===== src/rtl/mpe_pkg.sv =====
package mpe_pkg;
  localparam int BYTE_W  = 8;
  localparam int PKT_LEN = 5;
  localparam logic [BYTE_W-1:0] HDR_BASE = 8'h87;
  localparam int LEFT_BIT  = 2;
  localparam int MID_BIT   = 1;
  localparam int RIGHT_BIT = 0;
  typedef logic [BYTE_W-1:0] byte_t;
endpackage


===== src/rtl/mpe_packer.sv =====
module mpe_packer
  import mpe_pkg::*;
#(
  parameter int MOT_W = 10
) (
  input  logic             clk,
  input  logic             rst,
  input  logic             evt_valid,
  input  logic [MOT_W-1:0] evt_dx,
  input  logic [MOT_W-1:0] evt_dy,
  input  logic             btn_left,
  input  logic             btn_mid,
  input  logic             btn_right,
  output logic             push_valid,
  output byte_t            push_data
);
  localparam int EXT_W = MOT_W + 1;
  localparam int IDX_W = $clog2(PKT_LEN + 1);
  localparam logic signed [EXT_W-1:0] POS_LIM = EXT_W'(127);
  localparam logic signed [EXT_W-1:0] NEG_LIM = -EXT_W'(127);

  function automatic byte_t clamp_byte(input logic signed [EXT_W-1:0] v);
    if (v > POS_LIM)      return 8'h7F;
    else if (v < NEG_LIM) return 8'h81;
    else                  return v[BYTE_W-1:0];
  endfunction

  logic signed [EXT_W-1:0] dx_ext, dy_neg;
  byte_t                   hdr;
  byte_t                   fresh [PKT_LEN];
  byte_t                   shreg [PKT_LEN];
  logic [IDX_W-1:0]        left_cnt;
  logic                    accept;

  always_comb begin
    dx_ext = $signed({evt_dx[MOT_W-1], evt_dx});
    dy_neg = -$signed({evt_dy[MOT_W-1], evt_dy});
    hdr = HDR_BASE;
    if (btn_left)  hdr[LEFT_BIT]  = 1'b0;
    if (btn_mid)   hdr[MID_BIT]   = 1'b0;
    if (btn_right) hdr[RIGHT_BIT] = 1'b0;
  end

  generate
    for (genvar i = 0; i < PKT_LEN; i++) begin : g_fresh
      if (i == 0)      begin : g_hdr  assign fresh[i] = hdr;                end
      else if (i == 1) begin : g_dx   assign fresh[i] = clamp_byte(dx_ext); end
      else if (i == 2) begin : g_dy   assign fresh[i] = clamp_byte(dy_neg); end
      else             begin : g_pad  assign fresh[i] = '0;                 end
    end
  endgenerate

  assign accept = evt_valid && (left_cnt == '0);

  always_ff @(posedge clk) begin
    if (rst) begin
      left_cnt <= '0;
    end else if (accept) begin
      left_cnt <= IDX_W'(PKT_LEN);
    end else if (left_cnt != '0) begin
      left_cnt <= left_cnt - 1'b1;
    end
  end

  generate
    for (genvar i = 0; i < PKT_LEN; i++) begin : g_shift
      always_ff @(posedge clk) begin
        if (rst) begin
          shreg[i] <= '0;
        end else if (accept) begin
          shreg[i] <= fresh[i];
        end else if (left_cnt != '0) begin
          if (i == PKT_LEN - 1) shreg[i] <= '0;
          else                  shreg[i] <= shreg[(i + 1) % PKT_LEN];
        end
      end
    end
  endgenerate

  assign push_valid = (left_cnt != '0);
  assign push_data  = shreg[0];

  a_r6_packet_len: assert property (@(posedge clk) disable iff (rst)
    (evt_valid && left_cnt == '0) |=> (left_cnt == IDX_W'(PKT_LEN)));
  a_r7_busy_ignore: assert property (@(posedge clk) disable iff (rst)
    (left_cnt != '0) |=> (left_cnt == $past(left_cnt) - 1'b1));
  a_r5_tail_zero: assert property (@(posedge clk) disable iff (rst)
    (left_cnt == IDX_W'(2) || left_cnt == IDX_W'(1)) |-> (push_data == '0));
endmodule


===== src/rtl/mpe_queue.sv =====
module mpe_queue
  import mpe_pkg::*;
#(
  parameter int DEPTH = 16
) (
  input  logic  clk,
  input  logic  rst,
  input  logic  push_valid,
  input  byte_t push_data,
  input  logic  pop,
  output byte_t rd_data,
  output logic  not_empty
);
  localparam int PTR_W = $clog2(DEPTH);
  localparam int CNT_W = $clog2(DEPTH + 1);

  byte_t            mem [DEPTH];
  logic [PTR_W-1:0] wptr, rptr;
  logic [CNT_W-1:0] fill;
  logic             push_ok, pop_ok;

  assign push_ok = push_valid && (fill != CNT_W'(DEPTH));
  assign pop_ok  = pop && (fill != '0);

  always_ff @(posedge clk) begin
    if (push_ok) mem[wptr] <= push_data;
  end

  always_ff @(posedge clk) begin
    if (rst) begin
      rd_data <= '0;
    end else if (pop_ok) begin
      rd_data <= mem[rptr];
    end else if (pop) begin
      rd_data <= '0;
    end
  end

  always_ff @(posedge clk) begin
    if (rst) begin
      wptr <= '0;
      rptr <= '0;
      fill <= '0;
    end else begin
      if (push_ok) wptr <= (wptr == PTR_W'(DEPTH - 1)) ? '0 : wptr + 1'b1;
      if (pop_ok)  rptr <= (rptr == PTR_W'(DEPTH - 1)) ? '0 : rptr + 1'b1;
      case ({push_ok, pop_ok})
        2'b10:   fill <= fill + 1'b1;
        2'b01:   fill <= fill - 1'b1;
        default: fill <= fill;
      endcase
    end
  end

  assign not_empty = (fill != '0);

  a_r8_no_overflow: assert property (@(posedge clk) disable iff (rst)
    fill <= CNT_W'(DEPTH));
  a_r8_full_hold: assert property (@(posedge clk) disable iff (rst)
    (fill == CNT_W'(DEPTH) && push_valid && !pop) |=> (fill == CNT_W'(DEPTH)));
  a_r9_empty_pop_zero: assert property (@(posedge clk) disable iff (rst)
    (pop && fill == '0) |=> (rd_data == '0));
  a_r10_avail_kept: assert property (@(posedge clk) disable iff (rst)
    (pop && fill > CNT_W'(1)) |=> not_empty);
endmodule


===== src/rtl/mouse_pkt_enc.sv =====
module mouse_pkt_enc
  import mpe_pkg::*;
#(
  parameter int MOT_W = 10,
  parameter int DEPTH = 16
) (
  input  logic             clk,
  input  logic             rst,
  input  logic             evt_valid,
  input  logic [MOT_W-1:0] evt_dx,
  input  logic [MOT_W-1:0] evt_dy,
  input  logic             btn_left,
  input  logic             btn_mid,
  input  logic             btn_right,
  input  logic             rd_pop,
  output logic [7:0]       rd_data,
  output logic             rx_avail
);
  logic  pk_valid;
  byte_t pk_data;

  mpe_packer #(.MOT_W(MOT_W)) u_pack (
    .clk(clk), .rst(rst), .evt_valid(evt_valid), .evt_dx(evt_dx),
    .evt_dy(evt_dy), .btn_left(btn_left), .btn_mid(btn_mid),
    .btn_right(btn_right), .push_valid(pk_valid), .push_data(pk_data)
  );

  mpe_queue #(.DEPTH(DEPTH)) u_q (
    .clk(clk), .rst(rst), .push_valid(pk_valid), .push_data(pk_data),
    .pop(rd_pop), .rd_data(rd_data), .not_empty(rx_avail)
  );

  a_r1_reset_idle: assert property (@(posedge clk)
    rst |=> (!rx_avail && rd_data == 8'h00));
endmodule


===== config.mk =====
export PLATFORM = sky130hd
export DESIGN_NAME = mouse_pkt_enc
export DESIGN_NICKNAME = d
export VERILOG_FILES = /design/src/rtl/mpe_pkg.sv /design/src/rtl/mpe_packer.sv /design/src/rtl/mpe_queue.sv /design/src/rtl/mouse_pkt_enc.sv
export SDC_FILE = /design/constraint.sdc
export NUM_CORES = 1
export LEC_CHECK = 0
export BUFFER_PORTS_ARGS = -buffer_cell sky130_fd_sc_hd__buf_4
export CAP_MARGIN = 30
export CORE_MARGIN = 2
export CORE_UTILIZATION = 35
export DETAILED_ROUTE_END_ITERATION = 6
export GPL_TIMING_DRIVEN = 0
export SYNTH_ARGS = -nofsm -noshare
export SYNTH_HDL_FRONTEND = slang
export SYNTH_HIERARCHICAL = 1
export SYNTH_SLANG_ARGS = --single-unit

===== constraint.sdc =====
create_clock -name clk -period 4.6 [get_ports clk]
set_input_delay 0.92 -clock clk [delete_from_list [all_inputs] [get_ports clk]]
set_output_delay 0.92 -clock clk [all_outputs]
set_load 0.01 [all_outputs]

==> results of run 1 <==
cell families (layout without fill, tap and decap cells):
| family | after synthesis | count (layout) | synth area share (%) |
|---|---|---|---|
| fa+ha+maj | 12 | 12 | 1.91 |
| compound gates | 68 | 68 | 6.54 |
| buf+inv | 35 | 101 | 3.27 |
| flops | 180 | 180 | 65.1 |
| simple gates | 126 | 126 | 8.20 |
| xor+xnor | 14 | 14 | 1.56 |
| mux | 55 | 55 | 13.5 |
layer usage:
layer / up-vias / track usage (%)
met5: - / 0
met2: 92 / 22.7
met3: 11 / 2.71
li1: 2043 / -
met4: 0 / 3.47
met1: 2153 / 16.9
worst max-delay path by stage:
stage / start / endpoint / depth (start not counted)
after floorplan: u_q/fill[2] / u_q/fill[4] / 13
after global placement: evt_dy[0] / u_pack/shreg[2][3] / 10
after CTS: u_q/fill[2] / u_q/fill[4] / 13
after global routing: u_q/fill[2] / u_q/fill[4] / 13
final: u_q/fill[2] / u_q/fill[4] / 13
after detailed placement: evt_dy[0] / u_pack/shreg[2][2] / 10
cell usage in the layout (no fill, tap or decap), types with 4 or more instances in the layout:
cell / count
edfxtp_1: 152
nor2_1: 48
buf_4: 35
nand2_1: 30
dfxtp_1: 28
mux4_1: 26
clkbuf_16: 17
mux2i_1: 13
ha_1: 12
clkbuf_1: 11
o21ai_1: 11
mux2_2: 10
inv_1: 9
a21oi_1: 9
nor3_1: 9
xnor2_1: 9
o22ai_1: 8
a221o_1: 8
nand2b_1: 6
mux4_2: 6
clkinvlp_4: 5
buf_6: 5
and2_1: 5
xor2_1: 5
or4_1: 4
a21o_1: 4
buf_2: 4
a31oi_1: 4
o21ai_0: 4
flip-flops by register name (all words and copies together), names as in the netlist, named ones only:
register / flops
u_pack/left_cnt: 3
u_pack/shreg: 24
u_q/fill: 5
u_q/mem: 128
u_q/rd_data: 8
u_q/rptr: 4
u_q/wptr: 4
metrics by stage:
step / util (%) / power, mW / std cells / area (um^2)
floorplan: - / 3.17 / 490 / 7880
finish: 41.4 / 4.96 / 836 / 9100
global route: 41.4 / 5.20 / 836 / 9100
CTS: 41.3 / 5.00 / 835 / 9070
detailed placement: 38.6 / 3.56 / 803 / 8480
global placement: 38.5 / 3.49 / 801 / 8460
power breakdown:
part           internal, mW  total, mW  switching, mW
combinational         0.543       1.15          0.611
clock                 0.855       1.44          0.585
sequential             2.16       2.36          0.203
cell type report:
class | instances | share of cell area [%]
clock inverters | 12 | 1.69
inverters | 10 | 0.412
repair buffers | 34 | 3.00
clock buffers | 20 | 4.80
well taps | 280 | 3.85
flip-flops and latches | 180 | 56.3
plain buffers | 25 | 2.42
multi-input cells | 275 | 27.5
==> run_results.csv, run 1 <==
group,metric,value,unit
synth,yosysUniqueCellTypes,65,
timing,setup_ws,1.33,ns
grt,grt_pass1_wl,23.6,mm
timing,max_clock_freq,305,MHz
timing,finalMaxSlewViolations,0,
worst_setup_path,worst-endpoint-required,4.90,ns
synth,synth.top_cells.by_area,"edfxtp_1, mux4_1, dfxtp_1",
hold_path,hp-class,"flip-flop to flip-flop",
drt,drc,0,
power,p_per_area,544,mW/mm^2
floorplan,ios,36,
drt,drt_wl_total,15.2,mm
placed_design,portBuffers,31,
synth,yosys_register_bits,180,
worst_setup_path,crit_slowest_cell,"or4_1",
hold_path,holdPathStages,1,
timing,period_share,71.2,%
drt,drtIter0Drc,253,
timing,fin_hold_ws,0.472,ns
synth,synth_top_area_share,57.9,%
clock_network,cts_buffers,17,
synth,synth.avg_cell_area,16.1,um^2
drt,num_vias,4299,
floorplan,fp.dieArea,0.0237,mm^2
timing,fin_skew,0.00700,ns
status,status,"complete, no violations",
hold_path,hold_start,"u_pack/left_cnt[0]",
clock_network,postCtsSetupBuffers,0,
timing,tightest_slew,1.01,ns
clock_network,cts.sinks,180,
worst_setup_path,worstReg2RegStart,"u_q/fill[2]",
synth,synthArstFlopShare,0,%
final_layout,syn2layout_area_growth,15.5,%
synth,syn_inst,490,
synth,synth-edff-count,152,
power,cellLeakagePower,3.15,nW
worst_setup_path,path_cells,"buf_6, or4_1, buf_4, o21a_2, inv_2, ha_1, clkbuf_1, xor2_1, ha_1, a21oi_1, a32oi_1, a31oi_1, mux2_2",
worst_setup_path,startpoint_type,"flip-flop",
final_layout,multi_input_area,0.00250,mm^2
synth,yosysMostFrequentCell,"edfxtp_1",
timing,hold_violations,0,
worst_setup_path,crit_top_cell,"ha_1",
synth,syn_nets,529,
clock_network,cts_tree,"built",
grt,grt_max_degree,26,
worst_setup_path,arrival,3.57,ns
drt,ant_nets,0,
worst_setup_path,critPathBufInv,4,
final_layout,n_fill_cell,1953,
worst_setup_path,worstRegToRegCells,13,
drt,drt_first_pass_iters,4,
final_layout,layout.nets,582,
worst_setup_path,r2r-end,"u_q/fill[4]",
timing,rsz0062_at_grt,"no",
final_layout,diodes,0,
timing,min_period,3.27,ns
timing,tns,0,ns
synth,synth_common_cells,"edfxtp_1, nor2_1, nand2_1",
placed_design,dp_slack,1.30,ns
floorplan,die_w,154,um
grt,overflow,0,
synth,synth_top_flop_cell,"edfxtp_1",
worst_setup_path,endpoint_kind,"flip-flop",
placed_design,hpwlAfterDp,10.3,mm
drt,via_per_inst,5.14,
worst_setup_path,path_max_fanout,10,
grt,grt_pass1_vias,4373,
drt,wire_per_inst,18.1,um
floorplan,fp.dieH,154,um
worst_setup_path,critical_path.max_stage_delay,0.46,ns
floorplan,placementRows,54,
timing,relSlewSlack,32.4,%
clock_network,clk_latency,0.41,ns
placed_design,place_congestion,0.829,
drt,dr_wl_met3,594,um
final_layout,regArea,0.00512,mm^2
run,drv_cap,0,
clock_network,clk_pin_slew,0.06,ns
clock_network,cts_resized,0,
grt,antenna_found_initial,0,
clock_network,cts_max_level,4,
clock_network,root_buffer,"clkbuf_16",
power,vdd_drop_max,0.251,mV
grt,grt_usage,13.1,%
synth,synth_top_area_cell,"edfxtp_1",
floorplan,start_util,35.9,%
floorplan,core_area,0.0220,mm^2
worst_setup_path,crit_type,"flip-flop to flip-flop",
synth,yosysSeqAreaShare,65.1,%
drt,routed.top_layer,"met4",
synth,ys.warnings.count,6,
drt,dr_wl_met2,7.51,mm
worst_setup_path,reg2reg_slack,1.33,ns
clock_network,clockBufferDepth,2,
timing,setup_violations,0,
hold_path,hold_end,"u_pack/left_cnt[0]",
drt,drt-met1-wl,6.91,mm
final_layout,drive_above_1_share,19.4,%
worst_setup_path,crit_family,"compound AO/OA/AOI/OAI gates",
synth,syn-cell-area,0.00788,mm^2
clock_network,hold_buffers,0,
Power figures use the tool's default switching activity.
==> run 2, diff against run 1 <==
clock period = 2.76 ns   (was 4.6 ns; I/O delays follow)
==> run_results.csv, run 2 (synthesis gave the netlist of run 1 again) <==
group,metric,value,unit
power,p_sw_share,28.4,%
final_layout,largest_reg_flops,128,
worst_setup_path,crit_slowest_cell,"or4_4",
grt,grt_usage,13.7,%
clock_network,clockBufferDepth,2,
floorplan,start_util,35.9,%
power,vdd_drop_max,0.439,mV
final_layout,diodes,0,
clock_network,cts_max_level,4,
worst_setup_path,worstRegToRegCells,10,
power,cellLeakagePower,3.23,nW
floorplan,fp.dieArea,0.0237,mm^2
worst_setup_path,path_cells,"or4_4, o21a_4, inv_4, ha_4, xor2_1, ha_2, a21oi_4, nand4b_1, a31oi_1, mux2_2",
hold_path,holdPathStages,2,
timing,max_clock_freq,377,MHz
grt,grt_pass1_vias,4392,
clock_network,cts_tree,"built",
status,status,"complete, no violations",
drt,wire_per_inst,18.5,um
timing,fin_skew,0.00721,ns
grt,grt_pass1_wl,24.3,mm
placed_design,placed_cells,802,
final_layout,drive_above_1_share,23.0,%
drt,via_per_inst,5.19,
placed_design,portBuffers,31,
floorplan,core_area,0.0220,mm^2
drt,dr_wl_met3,587,um
power,p_seq_share,45.7,%
grt,grt_max_degree,26,
drt,drc,0,
placed_design,place_congestion,0.823,
timing,setup_violations,0,
final_layout,reg.largest.list,"u_q/mem: 128 flops, u_pack/shreg: 24 flops, u_q/rd_data: 8 flops",
timing,period_share,96.2,%
worst_setup_path,arrival,2.98,ns
clock_network,root_buffer,"clkbuf_16",
timing,relSlewSlack,28.9,%
floorplan,placementRows,54,
clock_network,cts_buffers,17,
drt,routed.top_layer,"met4",
drt,drt_wl_total,15.6,mm
final_layout,syn2layout_area_growth,17.5,%
final_layout,n_fill_cell,1940,
final_layout,layout.nets,590,
drt,ant_nets,0,
placed_design,hpwlAfterDp,10.3,mm
floorplan,fp.dieH,154,um
power,p_per_area,931,mW/mm^2
power,power.switching,2.45,mW
final_layout,instances_no_fill,844,
run,drv_cap,0,
clock_network,clk_pin_slew,0.06,ns
floorplan,ios,36,
worst_setup_path,crit_type,"flip-flop to flip-flop",
worst_setup_path,startpoint_type,"flip-flop",
final_layout,layout_commonest_cell,"edfxtp_1",
timing,tightest_slew,1.06,ns
timing,rsz0062_at_grt,"yes",
timing,hold_violations,0,
worst_setup_path,path_max_fanout,5,
drt,drtIter0Drc,249,
drt,drt-met1-wl,7.19,mm
drt,dr_wl_met2,7.64,mm
placed_design,placed_area,0.00853,mm^2
worst_setup_path,endpoint_kind,"flip-flop",
final_layout,layout_common_cells,"edfxtp_1, nor2_1, buf_4",
power,internal_power,6.17,mW
floorplan,die_w,154,um
clock_network,cts.sinks,180,
power,p_clk_share,29.4,%
power,combPwrFrac,25.0,%
drt,drt_first_pass_iters,5,
drt,num_vias,4381,
timing,finalMaxSlewViolations,0,
hold_path,hp-class,"input pin to flip-flop",
worst_setup_path,critical_path.max_stage_delay,0.59,ns
grt,overflow,0,
clock_network,clk_latency,0.43,ns
final_layout,regMostFlops,"u_q/mem",
timing,min_period,2.65,ns
grt,antenna_found_initial,0,
worst_setup_path,worst-endpoint-required,3.08,ns
final_layout,final_cell_area,0.00926,mm^2
run 2: cell types whose count changed in the layout (fill, tap and decap cells not counted), sizes merged:
cell and delta:
bufinv +1, buf +9, inv +1, clkinvlp -2
clkbuf -4, clkinv +3
run 2: power groups by stage:
stage	sequential (mW)	combinational (mW)	clock, mW
final	3.94	2.15	2.53
after global routing	4.00	2.36	2.70
after CTS	3.95	2.11	2.58
after detailed placement	4.01	2.02	0
after global placement	3.96	1.94	0
after floorplan	3.88	1.49	0
run 2: final timing paths:
| path | from | to | slack [ns] |
|---|---|---|---|
| worst min-delay path | rst | u_pack/left_cnt[0] | 0.32 |
| worst max register to register | u_q/fill[0] | u_q/fill[4] | 0.11 |
| worst min register to register | u_pack/left_cnt[0] | u_pack/left_cnt[0] | 0.47 |
| worst max-delay path | u_q/fill[0] | u_q/fill[4] | 0.11 |
run 2: critical path: cells and delay by family, from the launching register on:
family / cells / cell delay (ns)
compound gates: 3 / 0.48
simple gates: 2 / 0.78
mux: 1 / 0.35
flops: 1 / 0.35
fa+ha+maj: 2 / 0.36
xor+xnor: 1 / 0.15
buf+inv: 1 / 0.06
run 2: stage by stage:
stage | total power [mW] | utilization [%] | hold slack [ns] | setup WS (ns) | setup TNS [ns]
after floorplan | 5.36 | - | 0.432 | -0.00332 | -0.00332
after global placement | 5.91 | 38.7 | 0.451 | -0.154 | -0.969
after detailed placement | 6.03 | 38.8 | 0.455 | -0.196 | -1.29
after CTS | 8.65 | 41.8 | 0.305 | 0.0254 | 0
after global routing | 9.06 | 42.1 | 0.314 | -0.0348 | -0.0348
final | 8.62 | 42.1 | 0.323 | 0.105 | 0
run 2: per-layer routing:
metal | vias to the layer above | global-route usage (%)
li1 | 2072 | -
met1 | 2215 | 18.0
met2 | 81 | 22.5
met3 | 13 | 3.66
met4 | 0 | 4.01
met5 | - | 0
run 2: what timing repair did:
| action | 4_1_cts | 5_1_grt |
|---|---|---|
| hold buffers | 0 | 0 |
| setup buffers | 6 | 4 |
| pin swaps | 5 | 5 |
| gates resized for setup | 3 | 1 |
| endpoints found under the setup margin | 3 | 2 |
run 2: layout make-up:
cell class | count | area (um^2) | area share (%)
Sequential cell | 180 | 5130 | 55.4
Multi-Input combinational cell | 275 | 2550 | 27.5
Clock buffer | 17 | 425 | 4.60
Tap cell | 280 | 350 | 3.79
Timing Repair Buffer | 44 | 348 | 3.76
Buffer | 23 | 209 | 2.26
Clock inverter | 15 | 204 | 2.20
Inverter | 10 | 40.0 | 0.433
==> run 3, diff against run 2 <==
clock period = 2.4 ns   (was 2.76 ns; I/O delays follow)
==> run_results.csv, run 3 (synthesis gave the netlist of run 1 again) <==
group,metric,value,unit
clock_network,cts_buffers,17,
power,p_total,9.84,mW
floorplan,core_area,0.0220,mm^2
status,violations,"setup timing",
placed_design,placed_area,0.00853,mm^2
final_layout,drive_above_1_share,25.8,%
placed_design,hpwlAfterDp,10.2,mm
final_layout,reg.largest.list,"u_q/mem: 128 flops, u_pack/shreg: 24 flops, u_q/rd_data: 8 flops",
worst_setup_path,crit_family,"simple AND/OR/NAND/NOR gates",
worst_setup_path,critPathBufInv,1,
final_layout,final_cell_area,0.00930,mm^2
worst_setup_path,crit_type,"flip-flop to flip-flop",
timing,max_clock_freq,387,MHz
run,drv_cap,0,
drt,drc,0,
power,cellLeakagePower,3.21,nW
drt,via_per_inst,5.08,
drt,drtIter0Drc,311,
clock_network,cts_tree,"built",
hold_path,hp-class,"input pin to flip-flop",
clock_network,cts_max_level,4,
drt,num_vias,4299,
drt,drt_first_pass_iters,4,
timing,hold_violations,0,
timing,relSlewSlack,41.4,%
grt,grt_pass1_wl,24.0,mm
grt,grt_max_degree,26,
clock_network,clockBufferDepth,2,
floorplan,fp.dieH,154,um
timing,rsz0062_at_grt,"yes",
worst_setup_path,worst-endpoint-required,2.71,ns
worst_setup_path,path_cells,"or4_4, o21a_4, inv_4, ha_4, xor2_1, ha_2, a21oi_2, nand4b_1, a31oi_1, mux2_2",
clock_network,clk_pin_slew,0.06,ns
clock_network,root_buffer,"clkbuf_16",
timing,finalMaxSlewViolations,0,
clock_network,hold_buffers,0,
worst_setup_path,arrival,2.90,ns
final_layout,layout_common_cells,"edfxtp_1, buf_4, nor2_1",
final_layout,layout.nets,592,
status,status,"finished, violations left",
final_layout,syn2layout_area_growth,18.0,%
worst_setup_path,crit_slowest_cell,"or4_4",
power,p_per_area,1060,mW/mm^2
floorplan,ios,36,
drt,drt_wl_total,15.4,mm
worst_setup_path,endpoint_kind,"flip-flop",
grt,grt_usage,13.6,%
worst_setup_path,startpoint_type,"flip-flop",
floorplan,placementRows,54,
floorplan,start_util,35.9,%
worst_setup_path,reg2reg_slack,-0.19,ns
timing,setup_ws,-0.187,ns
grt,antenna_found_initial,0,
final_layout,regMostFlops,"u_q/mem",
timing,tightest_slew,0.874,ns
grt,overflow,0,
drt,wire_per_inst,18.2,um
floorplan,die_w,154,um
worst_setup_path,path_max_fanout,4,
clock_network,cts.sinks,180,
final_layout,diodes,0,
timing,period_share,108,%
final_layout,layout_commonest_cell,"edfxtp_1",
placed_design,portBuffers,31,
worst_setup_path,critical_path.max_stage_delay,0.58,ns
grt,grt_pass1_vias,4351,
timing,min_period,2.59,ns
power,vdd_drop_max,0.435,mV
floorplan,fp.dieArea,0.0237,mm^2
final_layout,largest_reg_flops,128,
placed_design,dp_slack,-0.519,ns
timing,setup_violations,3,
clock_network,clk_latency,0.42,ns
timing,fin_skew,0.00531,ns
placed_design,place_congestion,0.812,
drt,ant_nets,0,
-- run 3: report_power, final --
group | switching (mW) | leakage [nW] | internal, mW
Sequential | 0.389 | 1.69 | 4.14
Clock | 1.13 | 0.261 | 1.42
Combinational | 1.37 | 1.26 | 1.39
-- run 3: layer usage --
metal	part of all wire, %	routed length, um	GRT usage, %	vias up
li1	-	-	-	2066
met1	43	6570	18.0	2113
met2	50	7680	21.8	106
met3	6.1	944	3.61	14
met4	1.1	169	4.14	0
met5	0	0	0	-
-- run 3: stage by stage --
step	setup TNS [ns]	util (%)	cells	hold slack (ns)
global route	-0.514	42.3	846	0.262
global placement	-13.52	38.8	801	0.450
detailed placement	-3.55	38.9	801	0.458
finish	-0.310	42.3	846	0.257
CTS	-0.507	41.7	838	0.234
floorplan	-0.728	-	490	0.432
-- run 3: final cells by class --
type | instances | area [um^2]
clock buffers | 19 | 433
clock inverters | 13 | 106
plain buffers | 22 | 209
flip-flops and latches | 180 | 5130
repair buffers | 47 | 377
well taps | 280 | 350
fillers | 1909 | 12700
inverters | 10 | 40.0
multi-input cells | 275 | 2650
-- run 3: worst reg2reg max path: cells and delay by family, from the launching register on --
family	cells	cell delay (ns)
DFF	1	0.34
muxes	1	0.35
adders and majority gates	2	0.34
and+or+nand+nor	2	0.76
AOI/OAI and AO/OA	3	0.50
xor gates and xnor gates	1	0.15
buffers and inverters	1	0.06
-- run 3: worst paths after layout --
kind,endpoint,cells after the start,from
max,u_q/fill[4],10,u_q/fill[1]
min,u_pack/left_cnt[0],2,rst
max reg2reg,u_q/fill[4],10,u_q/fill[1]
min reg2reg,u_pack/left_cnt[0],1,u_pack/left_cnt[0]
-- run 3: timing repair --
item | 4_1_cts | 5_1_grt
setup endpoints to repair | 36 | 113
buffers inserted | 8 | 6
hold endpoints to repair | 0 | 0
resized for setup | 19 | 12
pin swaps | 9 | 6
